### src/rtl/intr_pkg.sv
package intr_pkg;
    // Grant vector layout for a design with NREQ maskable restart inputs:
    // [NREQ+1] trap, [NREQ:1] restart inputs (highest level at the top), [0] general
    localparam int unsigned NREQ_DEF = 3;

    function automatic int unsigned grant_width(int unsigned nreq);
        return nreq + 2;
    endfunction
endpackage

### src/rtl/intr_edge_latch.sv
module intr_edge_latch (
    input  logic clk,
    input  logic rst_n,
    input  logic lvl_i,
    input  logic clr_i,
    output logic pend_o
);
    typedef struct packed {
        logic prev;
        logic pend;
    } st_t;

    st_t st_d, st_q;
    logic rise;

    always_comb begin
        st_d      = st_q;
        rise      = lvl_i & ~st_q.prev;
        st_d.prev = lvl_i;
        if (clr_i) st_d.pend = 1'b0;
        if (rise)  st_d.pend = 1'b1;
    end

    always_ff @(posedge clk) begin
        if (!rst_n) st_q <= '0;
        else        st_q <= st_d;
    end

    assign pend_o = st_q.pend;

    AST_EDGE_SETS_PEND: assert property (@(posedge clk) disable iff (!rst_n)
        (lvl_i && !st_q.prev) |=> pend_o);
    AST_PEND_NEEDS_CAUSE: assert property (@(posedge clk) disable iff (!rst_n)
        (!pend_o && !(lvl_i && !st_q.prev)) |=> !pend_o);
endmodule

### src/rtl/intr_arbiter.sv
module intr_arbiter #(
    parameter int unsigned NREQ = intr_pkg::NREQ_DEF,
    localparam int unsigned GW  = intr_pkg::grant_width(NREQ)
) (
    input  logic            trap_i,
    input  logic            ie_i,
    input  logic [NREQ-1:0] req_i,
    input  logic            gen_i,
    output logic [GW-1:0]   grant_o
);
    logic [GW-1:0] cand;
    logic          taken;

    always_comb begin
        cand           = '0;
        cand[GW-1]     = trap_i;
        cand[NREQ:1]   = req_i & {NREQ{ie_i}};
        cand[0]        = gen_i & ie_i;
        grant_o        = '0;
        taken          = 1'b0;
        for (int i = GW - 1; i >= 0; i--) begin
            if (cand[i] && !taken) begin
                grant_o[i] = 1'b1;
                taken      = 1'b1;
            end
        end
    end
endmodule

### src/rtl/intr_front.sv
module intr_front #(
    parameter int unsigned  ADDR_W   = 16,
    parameter int unsigned  RNUM_W   = 3,
    parameter logic [15:0]  VEC_TRAP = 16'h0024,
    parameter logic [15:0]  VEC_R75  = 16'h003C,
    parameter logic [15:0]  VEC_R65  = 16'h0034,
    parameter logic [15:0]  VEC_R55  = 16'h002C,
    parameter logic [15:0]  VEC_GEN  = 16'h0038
) (
    input  logic              clk,
    input  logic              rst_n,
    input  logic              trap_i,
    input  logic              r75_i,
    input  logic              r65_i,
    input  logic              r55_i,
    input  logic              gen_i,
    input  logic              boundary_i,
    input  logic              ei_i,
    input  logic              di_i,
    input  logic              mwr_i,
    input  logic [7:0]        mwr_data_i,
    input  logic              swi_i,
    input  logic [RNUM_W-1:0] swi_num_i,
    input  logic              sin_i,
    output logic [7:0]        status_o,
    output logic              sout_o,
    output logic              ack_o,
    output logic              push_o,
    output logic [ADDR_W-1:0] vec_o
);
    localparam int unsigned NREQ   = 3;
    localparam int unsigned GW     = intr_pkg::grant_width(NREQ);
    localparam int unsigned SLOT_W = 3;   // restart n lands at n * 2**SLOT_W

    // mask write byte fields
    localparam int unsigned B_SOUT  = 7;
    localparam int unsigned B_SOEN  = 6;
    localparam int unsigned B_CLR75 = 4;
    localparam int unsigned B_MSEN  = 3;

    typedef struct packed {
        logic [NREQ-1:0]   mask;
        logic              ie;
        logic              sout;
        logic              sin;
        logic              ack;
        logic              push;
        logic [ADDR_W-1:0] vec;
    } st_t;

    st_t st_d, st_q;

    logic            p75;
    logic            clr75;
    logic [NREQ-1:0] lvl;
    logic [GW-1:0]   grant;
    logic            accept;

    assign lvl = {p75, r65_i, r55_i} & ~st_q.mask;

    intr_arbiter #(.NREQ(NREQ)) u_arb (
        .trap_i  (trap_i & boundary_i),
        .ie_i    (st_q.ie & boundary_i),
        .req_i   (lvl),
        .gen_i   (gen_i),
        .grant_o (grant)
    );

    assign accept = |grant;
    assign clr75  = (mwr_i & mwr_data_i[B_CLR75]) | grant[NREQ];

    intr_edge_latch u_l75 (
        .clk    (clk),
        .rst_n  (rst_n),
        .lvl_i  (r75_i),
        .clr_i  (clr75),
        .pend_o (p75)
    );

    always_comb begin
        st_d      = st_q;
        st_d.sin  = sin_i;
        st_d.ack  = accept;
        st_d.push = accept | swi_i;

        if (mwr_i && mwr_data_i[B_MSEN]) st_d.mask = mwr_data_i[NREQ-1:0];
        if (mwr_i && mwr_data_i[B_SOEN]) st_d.sout = mwr_data_i[B_SOUT];

        if (ei_i) st_d.ie = 1'b1;
        if (di_i) st_d.ie = 1'b0;
        if (accept) st_d.ie = 1'b0;

        if (grant[GW-1])      st_d.vec = ADDR_W'(VEC_TRAP);
        else if (grant[3])    st_d.vec = ADDR_W'(VEC_R75);
        else if (grant[2])    st_d.vec = ADDR_W'(VEC_R65);
        else if (grant[1])    st_d.vec = ADDR_W'(VEC_R55);
        else if (grant[0])    st_d.vec = ADDR_W'(VEC_GEN);
        else if (swi_i)       st_d.vec = ADDR_W'({swi_num_i, {SLOT_W{1'b0}}});
    end

    always_ff @(posedge clk) begin
        if (!rst_n) begin
            st_q      <= '0;
            st_q.mask <= '1;
        end else begin
            st_q <= st_d;
        end
    end

    assign status_o = {st_q.sin, st_q.sout, gen_i, trap_i, st_q.ie, st_q.mask};
    assign sout_o   = st_q.sout;
    assign ack_o    = st_q.ack;
    assign push_o   = st_q.push;
    assign vec_o    = st_q.vec;

    AST_ACK_WITH_PUSH: assert property (@(posedge clk) disable iff (!rst_n)
        ack_o |-> push_o);
    AST_ACK_AT_BOUNDARY: assert property (@(posedge clk) disable iff (!rst_n)
        ack_o |-> $past(boundary_i));
    AST_ACK_DROPS_IE: assert property (@(posedge clk) disable iff (!rst_n)
        ack_o |-> !status_o[3]);
    AST_MASK_HOLD: assert property (@(posedge clk) disable iff (!rst_n)
        !mwr_i |=> $stable(status_o[2:0]));
    AST_GRANT_ONEHOT: assert property (@(posedge clk) disable iff (!rst_n)
        $onehot0(grant));
    AST_TRAP_WINS: assert property (@(posedge clk) disable iff (!rst_n)
        (trap_i && boundary_i) |=> (ack_o && vec_o == ADDR_W'(VEC_TRAP)));
endmodule

### config.mk
export PLATFORM = sky130hd
export DESIGN_NAME = intr_front
export DESIGN_NICKNAME = d
export VERILOG_FILES = /design/src/rtl/intr_pkg.sv /design/src/rtl/intr_edge_latch.sv /design/src/rtl/intr_arbiter.sv /design/src/rtl/intr_front.sv
export SDC_FILE = /design/constraint.sdc
export NUM_CORES = 1
export LEC_CHECK = 0
export BUFFER_PORTS_ARGS = -buffer_cell sky130_fd_sc_hd__clkbuf_2
export CAP_MARGIN = 15
export CORE_MARGIN = 8
export CORE_UTILIZATION = 43
export DETAILED_ROUTE_END_ITERATION = 8
export MAX_ROUTING_LAYER = met4
export PLACE_DENSITY = 0.83
export SLEW_MARGIN = 20
export SYNTH_ARGS = -nofsm -noshare
export SYNTH_HDL_FRONTEND = slang
export SYNTH_SLANG_ARGS = --single-unit
### constraint.sdc
create_clock -name clk -period 2.4 [get_ports clk]
set_input_delay 0.12 -clock clk [delete_from_list [all_inputs] [get_ports clk]]
set_output_delay 0.12 -clock clk [all_outputs]
set_load 0.03 [all_outputs]
==> impl_metrics.py <==
metrics = {
    "global_routing": {
        "grt_max_degree": 9,
        "grt_pass1_wl_um": 3111,
        "grt_usage_pct": 11.88,
        "grt_pass1_vias": 732,
        "grt-ovfl-total": 0,
        "antenna_found_initial": 0,
    },
    "worst_setup_path": {
        "rr_startpoint": "status_o[3]",
        "crit_start": "status_o[3]",
        "cp.required_ns": 2.56,
        "critical_path.max_fanout": 8,
        "path_class": "flip-flop to flip-flop",
        "path_buf_inv": 0,
        "startpoint_type": "flip-flop",
        "cp_slowest_cell": "dfxtp_1",
        "crit_chain": "nand2_2 > o21ai_2 > nand2b_1 > nand4_1 > o311a_1",
        "critPathTopFamily": "flip-flops",
        "cp_slowest_stage_delay_ns": 0.48,
        "end_kind": "flip-flop",
        "cp.arrival_ns": 1.57,
    },
    "synth": {
        "synth_area_leader_cell": "dfxtp_1",
        "synth_top_area_share_pct": 36.60,
        "async_reset_ff_share_pct": 0,
        "syn_avg_cell_area_um2": 8.702,
        "yosysSeqAreaShare_pct": 36.60,
        "synth-edff-count": 0,
        "synth-main-ff-cell": "dfxtp_1",
        "netlist_area_um2": 765.7,
        "ys_seq_elements": 14,
        "yosysWarnings": 0,
        "ys_types": 31,
        "synthTopCellsByArea": "dfxtp_1, buf_4, nand3_1",
        "synth_cells": 88,
    },
    "floorplanning": {
        "die_w_um": 58.20,
        "initial_core_util_pct": 44.84,
        "dieHeight_um": 58.20,
        "pin_count": 51,
        "dieArea_um2": 3387,
        "core_um2": 1708,
        "row_count": 15,
    },
    "layout": {
        "n_antenna_cell": 0,
        "final_cells": 150,
        "syn_to_final_growth_pct": 23.20,
        "final_area_um2": 943.4,
        "postLayoutCoreUtil_pct": 55.24,
        "drive_gt1_share_pct": 40.00,
        "nNetsFinal": 151,
    },
    "timing": {
        "period_minus_slack_ns": 1.408,
        "setup_viol": 0,
        "hold_viol_final": 0,
        "fin_crit_sh_pct": 58.65,
        "rsz0062_at_grt": "false",
        "fin_skew_ns": 0.0006837,
        "max_freq_mhz": 710.4,
        "setup_tns_ns": 0,
        "drv_slew": 0,
    },
    "detailed_routing": {
        "detail_route.first_pass.iterations": 4,
        "num_vias": 732,
        "vias_per_cell": 4.880,
        "drtIter0Drc": 11,
        "avgRoutedWirePerCell_um": 12.95,
        "drc": 0,
        "wl_um": 1942,
        "antenna_left": 0,
    },
    "hold_path": {
        "hold_class": "input pin to flip-flop",
        "hold_start": "sin_i",
    },
    "clocking": {
        "cts_tree": "built",
        "clock_latency_ns": 0.27,
        "ctsHoldBuffers": 1,
        "cts.sinks": 14,
        "cts_buffers": 3,
        "path_clk_slew_ns": 0.08,
        "cts_resized": 0,
        "htree_num_levels": 1,
        "clk_path_buf_depth": 2,
        "post_cts_buffers": 0,
        "cts-root-buf": "clkbuf_4",
    },
    "pwr": {
        "p_int_w": 0.0003474,
        "p_comb_share_pct": 26.4,
        "seqPwrFrac_pct": 49.0,
        "ir_drop_uv": 286.6,
        "p_sw_w": 0.0001733,
        "leakagePower_nw": 0.4823,
        "p_sw_share_pct": 33.28,
        "clkPwrFrac_pct": 24.6,
        "power_density_nw_per_um2": 552.0,
        "total_power_w": 0.0005208,
    },
    "placement": {
        "dp.cells": 146,
        "gp_congestion": 0.8509,
        "portBuffers": 37,
        "placed_cell_area_um2": 910.9,
        "hpwl_um": 1579,
    },
    "run_status": {
        "status": "finished, final reports clean",
    },
    "run": {
        "maxCapViolCount": 0,
    },
}
placed cells by master, fill, tap and decap left out, drive strengths merged, types with 2 or more instances in the layout:
cell and count:
inv 3, nand2b 2, clkbuf 40, a31oi 2, nand2 12, o21ai 2, nand3 10, dfxtp 14
a21oi 4, nor2 4, and2 2, conb 12, mux2i 2
power by group through the flow:
stage	Combinational (W)	Sequential (W)	Clock, W
2_1_floorplan	0.0000831	0.000284	0
3_3_place_gp	0.000132	0.000260	0
3_5_place_dp	0.000135	0.000260	0
4_1_cts	0.000137	0.000255	0.000133
5_1_grt	0.000147	0.000258	0.000143
6_report	0.000138	0.000255	0.000128
cell usage after synthesis (2+ instances only):
cell,number
nand2b_1,2
nand3_1,10
a31oi_1,2
and2_1,2
mux2i_1,2
a21oi_1,4
dfxtp_1,14
buf_4,15
inv_1,3
nor2_1,2
nand2_1,11
nor2_2,2
cell type report:
class / instances / area, um^2
Inverter: 3 / 11.26
Sequential cell: 14 / 280.3
Timing Repair Buffer: 38 / 195.2
Multi-Input combinational cell: 67 / 402.9
Fill cell: 167 / 764.5
Clock buffer: 3 / 22.52
Tap cell: 25 / 31.28
sequential cells by signal, indices dropped and copies added, names as in the netlist:
signal and cells:
ack_o 1, push_o 1, sout_o 1, status_o 5, u_l75.pend_o 1, u_l75.st_q 1, vec_o 4
metal layers:
metal  share of wire [%]  GRT usage (%)
met4                 1.8          5.245
met1                  39          11.18
met2                  52          22.13
met3                 7.1          3.091
met5                   0              -
path summary, 6_finish.rpt:
kind                            slack, ns  cells after the start     endpoint
worst min-delay path                 0.05                      2  status_o[7]
worst max-delay path                 0.99                      5     vec_o[5]
worst max register to register       0.99                      5     vec_o[5]
worst min register to register       0.48                      2       sout_o
kinds of logic after synthesis:
| logic type | count (synthesis) | share of synthesized area (%) |
|---|---|---|
| mux | 2 | 2.614 |
| other cells | 1 | 0.4897 |
| compound gates | 14 | 15.20 |
| flops | 14 | 36.60 |
| simple gates | 39 | 28.92 |
| buf+inv | 18 | 16.18 |
through the flow:
| stage | hold WS, ns | setup slack, ns |
|---|---|---|
| final | 0.05214 | 0.9924 |
| after CTS | 0.04733 | 1.015 |
| after detailed placement | 0.2917 | 1.024 |
| after floorplan | 0.1918 | 0.9565 |
| after global routing | 0.04050 | 0.8586 |
| after global placement | 0.2868 | 1.087 |
Power figures use the tool's default switching activity.
